$ cat src/rtl/ppp_tx_pkg.sv
package ppp_tx_pkg;

   typedef enum logic [3:0] {
      ST_IDLE,
      ST_ADDR,
      ST_CTRL,
      ST_PHI,
      ST_PLO,
      ST_DATA,
      ST_FCS,
      ST_ABORT,
      ST_CLOSE
   } fr_state_t;

   localparam logic [7:0] FLAG_OCT = 8'h7E;
   localparam logic [7:0] ESC_OCT  = 8'h7D;
   localparam logic [7:0] ESC_MASK = 8'h20;

   // mirror the lowest w bits of v
   function automatic logic [31:0] mirror_bits(input logic [31:0] v, input int w);
      logic [31:0] r;
      r = '0;
      for (int i = 0; i < 32; i++) begin
         if (i < w) r[i] = v[w-1-i];
      end
      return r;
   endfunction

endpackage

$ cat src/rtl/ppp_tx_crc.sv
module ppp_tx_crc #(
   parameter int              W    = 16,
   parameter logic [W-1:0]    POLY = 16'h1021
) (
   input  logic         clk,
   input  logic         rst_n,
   input  logic         init,
   input  logic         en,
   input  logic [7:0]   data,
   output logic [W-1:0] fcs
);
   localparam logic [W-1:0] RPOLY = W'(ppp_tx_pkg::mirror_bits(32'(POLY), W));

   if (W != 16 && W != 32) begin : g_bad_w
      $error("ppp_tx_crc: W must be 16 or 32");
   end

   logic [W-1:0] crc_q;
   logic [W-1:0] crc_d;

   always_comb begin
      crc_d = crc_q;
      for (int i = 0; i < 8; i++) begin
         if (crc_d[0] ^ data[i]) crc_d = (crc_d >> 1) ^ RPOLY;
         else                    crc_d = crc_d >> 1;
      end
   end

   always_ff @(posedge clk or negedge rst_n) begin
      if (!rst_n)    crc_q <= '1;
      else if (init) crc_q <= '1;
      else if (en)   crc_q <= crc_d;
   end

   assign fcs = ~crc_q;
endmodule

$ cat src/rtl/ppp_tx_escape.sv
module ppp_tx_escape (
   input  logic       clk,
   input  logic       rst_n,
   input  logic       clr,
   input  logic       in_valid,
   input  logic [7:0] in_byte,
   input  logic       in_raw,
   output logic       busy,
   output logic       out_valid,
   output logic [7:0] out_byte
);
   import ppp_tx_pkg::*;

   logic       pend_q;
   logic [7:0] pend_byte_q;
   logic       special;

   assign special = (in_byte == FLAG_OCT) || (in_byte == ESC_OCT);
   assign busy    = pend_q;

   always_ff @(posedge clk or negedge rst_n) begin
      if (!rst_n) begin
         pend_q      <= 1'b0;
         pend_byte_q <= '0;
         out_valid   <= 1'b0;
         out_byte    <= '0;
      end else if (clr) begin
         pend_q      <= 1'b0;
         out_valid   <= 1'b0;
      end else if (pend_q) begin
         out_valid   <= 1'b1;
         out_byte    <= pend_byte_q;
         pend_q      <= 1'b0;
      end else if (in_valid) begin
         out_valid   <= 1'b1;
         if (!in_raw && special) begin
            out_byte    <= ESC_OCT;
            pend_byte_q <= in_byte ^ ESC_MASK;
            pend_q      <= 1'b1;
         end else begin
            out_byte    <= in_byte;
         end
      end else begin
         out_valid   <= 1'b0;
      end
   end
endmodule

$ cat src/rtl/ppp_tx_scram.sv
module ppp_tx_scram #(
   parameter int TAP = 43
) (
   input  logic       clk,
   input  logic       rst_n,
   input  logic       clr,
   input  logic       enable,
   input  logic       in_valid,
   input  logic [7:0] in_byte,
   output logic       out_valid,
   output logic [7:0] out_byte
);
   if (TAP < 9) begin : g_bad_tap
      $error("ppp_tx_scram: TAP must exceed one byte");
   end

   logic [TAP-1:0] hist_q;
   logic [TAP-1:0] hist_d;
   logic [7:0]     scr_d;

   always_comb begin
      hist_d = hist_q;
      for (int i = 0; i < 8; i++) begin
         scr_d[i] = in_byte[i] ^ (enable & hist_d[TAP-1]);
         hist_d   = {hist_d[TAP-2:0], scr_d[i]};
      end
   end

   always_ff @(posedge clk or negedge rst_n) begin
      if (!rst_n) begin
         hist_q    <= '0;
         out_valid <= 1'b0;
         out_byte  <= '0;
      end else if (clr) begin
         hist_q    <= '0;
         out_valid <= 1'b0;
      end else begin
         out_valid <= in_valid;
         if (in_valid) begin
            out_byte <= scr_d;
            hist_q   <= hist_d;
         end
      end
   end
endmodule

$ cat src/rtl/ppp_tx_framer.sv
module ppp_tx_framer #(
   parameter int CNT_W    = 16,
   parameter int LEN_W    = 16,
   parameter int FCS32_EN = 1,
   parameter int SCR_TAP  = 43
) (
   input  logic             clk,
   input  logic             rst_n,
   input  logic             soft_rst,
   input  logic [7:0]       cfg_addr,
   input  logic [7:0]       cfg_ctrl,
   input  logic [15:0]      cfg_proto,
   input  logic             cfg_proto16,
   input  logic             cfg_hdr_comp,
   input  logic             cfg_proto_comp,
   input  logic             cfg_fcs32,
   input  logic             cfg_scr_en,
   input  logic [LEN_W-1:0] cfg_max_len,
   output logic             pkt_req,
   input  logic             pkt_valid,
   input  logic [7:0]       pkt_data,
   input  logic             pkt_last,
   input  logic             pkt_abort,
   output logic             phy_en,
   output logic [7:0]       phy_data,
   output logic [CNT_W-1:0] cnt_sent,
   output logic [CNT_W-1:0] cnt_oversize,
   output logic [CNT_W-1:0] cnt_break
);
   import ppp_tx_pkg::*;

   if (CNT_W < 1 || LEN_W < 2) begin : g_bad_width
      $error("ppp_tx_framer: counter and length widths too small");
   end

   localparam logic [LEN_W-1:0] LEN_MAX = '1;

   fr_state_t        state_q, nxt;
   logic [1:0]       fcs_idx_q;
   logic [LEN_W-1:0] len_q;
   logic             aborted_q;

   logic       esc_busy, esc_vld;
   logic [7:0] esc_byte;
   logic       adv;

   logic       fr_valid, fr_raw;
   logic [7:0] fr_byte;
   logic       crc_init, crc_en, take, abort_hit;

   logic [15:0] fcs16;
   logic [31:0] fcs32;
   logic        use32;
   logic [31:0] fcs_sel;
   logic [1:0]  fcs_last;
   fr_state_t   first_hdr;

   assign adv      = !esc_busy;
   assign use32    = (FCS32_EN != 0) && cfg_fcs32;
   assign fcs_sel  = use32 ? fcs32 : {16'h0000, fcs16};
   assign fcs_last = use32 ? 2'd3 : 2'd1;
   assign pkt_req  = (state_q == ST_DATA) && adv && !soft_rst;

   always_comb begin
      if (!cfg_hdr_comp)   first_hdr = ST_ADDR;
      else if (cfg_proto16) first_hdr = ST_PHI;
      else                 first_hdr = ST_PLO;
   end

   // frame sequencer: one raw octet per advance
   always_comb begin
      nxt       = state_q;
      fr_valid  = 1'b0;
      fr_raw    = 1'b1;
      fr_byte   = FLAG_OCT;
      crc_init  = 1'b0;
      crc_en    = 1'b0;
      take      = 1'b0;
      abort_hit = 1'b0;
      unique case (state_q)
         ST_IDLE: begin
            fr_valid = 1'b1;
            crc_init = 1'b1;
            if (pkt_valid) nxt = first_hdr;
         end
         ST_ADDR: begin
            fr_valid = 1'b1;
            fr_raw   = 1'b0;
            fr_byte  = cfg_addr;
            crc_en   = 1'b1;
            nxt      = ST_CTRL;
         end
         ST_CTRL: begin
            fr_valid = 1'b1;
            fr_raw   = 1'b0;
            fr_byte  = cfg_ctrl;
            crc_en   = 1'b1;
            nxt      = cfg_proto16 ? ST_PHI : ST_PLO;
         end
         ST_PHI: begin
            fr_valid = 1'b1;
            fr_raw   = 1'b0;
            fr_byte  = cfg_proto[15:8];
            crc_en   = 1'b1;
            nxt      = cfg_proto_comp ? ST_DATA : ST_PLO;
         end
         ST_PLO: begin
            fr_valid = 1'b1;
            fr_raw   = 1'b0;
            fr_byte  = cfg_proto[7:0];
            crc_en   = 1'b1;
            nxt      = ST_DATA;
         end
         ST_DATA: begin
            if (pkt_valid) begin
               take = 1'b1;
               if (pkt_last && pkt_abort) begin
                  abort_hit = 1'b1;
                  nxt       = ST_ABORT;
               end else begin
                  fr_valid = 1'b1;
                  fr_raw   = 1'b0;
                  fr_byte  = pkt_data;
                  crc_en   = 1'b1;
                  if (pkt_last) nxt = ST_FCS;
               end
            end
         end
         ST_FCS: begin
            fr_valid = 1'b1;
            fr_raw   = 1'b0;
            fr_byte  = fcs_sel[8*fcs_idx_q +: 8];
            if (fcs_idx_q == fcs_last) nxt = ST_CLOSE;
         end
         ST_ABORT: begin
            fr_valid = 1'b1;
            fr_byte  = ESC_OCT;
            nxt      = ST_CLOSE;
         end
         ST_CLOSE: begin
            fr_valid = 1'b1;
            nxt      = ST_IDLE;
         end
         default: nxt = ST_IDLE;
      endcase
   end

   always_ff @(posedge clk or negedge rst_n) begin
      if (!rst_n) begin
         state_q      <= ST_IDLE;
         fcs_idx_q    <= '0;
         len_q        <= '0;
         aborted_q    <= 1'b0;
         cnt_sent     <= '0;
         cnt_oversize <= '0;
         cnt_break    <= '0;
      end else if (soft_rst) begin
         state_q      <= ST_IDLE;
         fcs_idx_q    <= '0;
         len_q        <= '0;
         aborted_q    <= 1'b0;
         cnt_sent     <= '0;
         cnt_oversize <= '0;
         cnt_break    <= '0;
      end else if (adv) begin
         state_q   <= nxt;
         fcs_idx_q <= (state_q == ST_FCS) ? fcs_idx_q + 2'd1 : 2'd0;
         if (state_q == ST_IDLE) begin
            len_q     <= '0;
            aborted_q <= 1'b0;
         end
         if (take && !abort_hit && len_q != LEN_MAX) len_q <= len_q + 1'b1;
         if (abort_hit) begin
            aborted_q <= 1'b1;
            cnt_break <= cnt_break + 1'b1;
         end
         if (state_q == ST_CLOSE && !aborted_q) begin
            cnt_sent <= cnt_sent + 1'b1;
            if (len_q > cfg_max_len) cnt_oversize <= cnt_oversize + 1'b1;
         end
      end
   end

   ppp_tx_crc #(.W(16), .POLY(16'h1021)) i_crc16 (
      .clk  (clk),
      .rst_n(rst_n),
      .init (soft_rst || (crc_init && adv)),
      .en   (crc_en && adv),
      .data (fr_byte),
      .fcs  (fcs16)
   );

   if (FCS32_EN != 0) begin : g_crc32
      ppp_tx_crc #(.W(32), .POLY(32'h04C11DB7)) i_crc32 (
         .clk  (clk),
         .rst_n(rst_n),
         .init (soft_rst || (crc_init && adv)),
         .en   (crc_en && adv),
         .data (fr_byte),
         .fcs  (fcs32)
      );
   end else begin : g_no_crc32
      assign fcs32 = '0;
   end

   ppp_tx_escape i_esc (
      .clk      (clk),
      .rst_n    (rst_n),
      .clr      (soft_rst),
      .in_valid (fr_valid && adv && !soft_rst),
      .in_byte  (fr_byte),
      .in_raw   (fr_raw),
      .busy     (esc_busy),
      .out_valid(esc_vld),
      .out_byte (esc_byte)
   );

   ppp_tx_scram #(.TAP(SCR_TAP)) i_scr (
      .clk      (clk),
      .rst_n    (rst_n),
      .clr      (soft_rst),
      .enable   (cfg_scr_en),
      .in_valid (esc_vld),
      .in_byte  (esc_byte),
      .out_valid(phy_en),
      .out_byte (phy_data)
   );
endmodule

$ cat config.mk
export PLATFORM = sky130hd
export DESIGN_NAME = ppp_tx_framer
export DESIGN_NICKNAME = d
export VERILOG_FILES = /design/src/rtl/ppp_tx_pkg.sv /design/src/rtl/ppp_tx_crc.sv /design/src/rtl/ppp_tx_escape.sv /design/src/rtl/ppp_tx_scram.sv /design/src/rtl/ppp_tx_framer.sv
export SDC_FILE = /design/constraint.sdc
export NUM_CORES = 1
export LEC_CHECK = 0
export ABC_AREA = 1
export BUFFER_PORTS_ARGS = -buffer_cell sky130_fd_sc_hd__buf_2
export CORE_MARGIN = 2
export CORE_UTILIZATION = 50
export CTS_BUF_LIST = sky130_fd_sc_hd__clkbuf_2 sky130_fd_sc_hd__clkbuf_4 sky130_fd_sc_hd__clkbuf_8
export DETAILED_ROUTE_END_ITERATION = 12
export PLACE_DENSITY = 0.7
export SYNTH_ARGS = -nofsm -noshare
export SYNTH_HDL_FRONTEND = slang
export SYNTH_SLANG_ARGS = --single-unit
$ cat constraint.sdc
create_clock -name clk -period 2.1 [get_ports clk]
set_clock_uncertainty 0.05 [all_clocks]
set_input_delay 0.42 -clock clk [delete_from_list [all_inputs] [get_ports clk]]
set_output_delay 0.42 -clock clk [all_outputs]
set_load 0.1 [all_outputs]
==> out/metrics.cfg <==
[run_status]
status = finished with violations
failed_checks = negative setup slack

[yosys]
synth_area_leaders = dfrtp_1, dfstp_2, nand2_1, inv_1, nand3_1
yosys.area.top_type_share_pct = 31.28
yosys.cell_types.count = 51
post-synth-top-count-cell = nand2_1
syn_inst = 1492
syn_avg_cell_area_um2 = 7.559
ys_seq_area_share_pct = 42.47
yosysWarnings = 0
ys_top_cells_by_count = nand2_1, inv_1, dfrtp_1, nand3_1, nor2_1
synth_edf_count = 0
ys.flop_type = dfrtp_1
synth_nets = 1579
synth_seq_cells = 189
synth.largest_area_cell = dfrtp_1
syn-cell-area_um2 = 11280
synth_async_sr_flop_share_pct = 100.0

[power_and_ir_drop]
power_density_nw_per_um2 = 1631
total_power_uw = 28110
peakVddDrop_mv = 1.500
p_leak_uw = 0.008248

[grt]
grt_usage_pct = 32.18
antenna_found_initial = 1
grt_pass1_vias = 11907
grt_max_degree = 47
grt_overflow = 0
grt_pass1_wl_um = 60930

[clocking]
cts_sinks = 189
cts_tree = done
numCtsBuffers = 17
clkLatencyLatePin_ps = 510
cts-htree-levels = 4
cts_root_buffer = clkbuf_8
cts.path.max_buffers = 2
cts.clk_slew.worst_paths_ps = 120

[die]
die-area_um2 = 23770
io_pins = 125
die_w_um = 154.2
die_h_um = 154.2
initial_core_util_pct = 51.36
rows = 54
coreArea_um2 = 21960

[placed_design]
pre_cts_ws_ps = -539.1
dp_hpwl_um = 26850
post_dp_cell_area_um2 = 14110
gp_congestion = 1.030
numPortBuffers = 124

[routing]
ant_nets = 0
wl_per_cell_um = 19.13
drt_wl_total_um = 41980
via_per_inst = 5.819
drt_iter0_drc = 1191
drtPass1Iterations = 5
vias = 12766
drc = 0

[sta]
slew_violations = 0
setup_ws_ps = -451.7
finalCritPeriodShare_pct = 121.5
worstMarginPinSlew_ps = 508.5
rsz0062_at_grt = yes
whs_ps = 240.5
min_period_ps = 2552
max_freq_mhz = 391.9
maxSlewHeadroom_pct = 66.34
hold_viol = 0
setup_violations = 103

[finish]
drive_gt1_share_pct = 46.73
syn_to_final_growth_pct = 52.77
postLayoutCellArea_um2 = 17230
final_nets = 1987

[critical_path]
cp_max_fo = 5
endpoint_kind = flop
required_ps = 2500
crit_type = flop to flop
critPathArrivalTime_ps = 2950
crit_path_start_kind = flop

[min_path]
hold_class = input port to flop

[flow_run]
cap_violations = 0

power breakdown:
group	switching, uW	internal (uW)	total (uW)
logic	11800	9040	20800
clock network	1600	907	2510
registers	372	4380	4760
flip-flops by register name, summed over array words and instances (netlist names), 2 cells and up:
| name | cells |
|---|---|
| g_crc32.i_crc32.crc_q | 32 |
| i_scr.hist_q | 43 |
| i_crc16.crc_q | 16 |
| i_esc.pend_byte_q | 8 |
| fcs_idx_q | 2 |
| len_q | 16 |
| i_scr.out_byte | 8 |
| cnt_sent | 16 |
| i_esc.out_byte | 8 |
| cnt_break | 16 |
| cnt_oversize | 16 |
| state_q | 4 |
timing repair:
item                                    CTS  global route
cloned                                    3             0
pin swaps                               111           100
gates resized for setup                 293           233
hold endpoints to repair                 40             0
hold buffers                              1             0
setup buffers                            48            36
endpoints found under the setup margin  103           123
cell families (layout without fill, tap and decap cells):
kind of cell | count (synthesis) | count (layout) | synth area share, %
compound gates | 263 | 263 | 13.27
fa+ha+maj | 20 | 20 | 2.219
buf+inv | 286 | 707 | 9.663
other cells | 0 | 1 | 0
flops | 189 | 189 | 42.47
xor+xnor | 56 | 56 | 4.970
simple gates | 678 | 678 | 27.41
through the flow:
step	TNS, ps	cells	utilization, %
2_1_floorplan	-885.2	1492	-
3_3_place_gp	-22210	2089	64.26
3_5_place_dp	-27800	2089	64.26
4_1_cts	-10760	2167	73.32
5_1_grt	-39190	2194	78.47
6_report	-27770	2194	78.47
final timing paths:
check / startpoint / endpoint / slack, ps / depth (start not counted)
max: state_q[1] / g_crc32.i_crc32.crc_q[24] / -450 / 17
min: cfg_proto_comp / state_q[0] / 240 / 3
max reg2reg: state_q[1] / g_crc32.i_crc32.crc_q[24] / -450 / 17
min reg2reg: cnt_sent[15] / cnt_sent[15] / 430 / 1
max in group asynchronous: rst_n / g_crc32.i_crc32.crc_q[5] / 960 / 3
min in group asynchronous: rst_n / cnt_sent[13] / 360 / 2
routing by layer:
layer	wire (um)	global-route usage (%)	vias to the layer above	part of all wire (%)
li1	-	-	5696	-
met1	16240	42.01	6182	39
met2	20400	53.73	675	49
met3	3192	5.408	213	7.6
met4	2140	12.68	0	5.1
met5	0	0	-	0
cell usage in the layout (no fill, tap or decap), drive strengths merged, types with 2 or more instances in the layout:
master,netlist,routed
nand2,349,349
inv,244,251
dfrtp,141,141
o32ai,3,3
and3,2,2
nor3,28,28
xnor2,11,11
clkinv,3,9
nor3b,2,2
a211oi,2,2
ha,20,20
o211ai,7,7
nand3,150,150
a31oi,5,5
o2111ai,2,2
dfstp,48,48
nand4,26,26
a22oi,2,2
a21oi,65,65
o21ai,98,98
o31ai,8,8
o21a,2,2
clkbuf,25,19
xor2,44,44
or2,6,6
o22ai,61,61
nor4,3,3
nand3b,3,3
nor2,109,109
o21bai,5,5
buf,14,426
cell type report:
type | count | area [um^2]
timing repair buffer | 428 | 3540
clock inverter | 14 | 150.1
antenna | 1 | 2.502
fill | 1364 | 4728
inverter | 247 | 960.9
sequential | 189 | 4836
clock buffer | 18 | 241.5
tap | 280 | 350.3
multi-input combinational | 1017 | 7149
worst max-delay path, cell delays in order, from the launching register on:
cell	delay [ps]
dfrtp_2	490
nand2_2	120
inv_2	70
buf_6	140
nand3_2	70
nand3_1	100
nor2_2	190
buf_6	170
nand2_8	90
nand2_8	80
nand2_8	80
buf_12	150
xnor2_4	230
xor2_2	210
nand2_1	80
nand2_1	60
nor2_1	40
nor2_1	80
(Power assumes the default switching activity.)
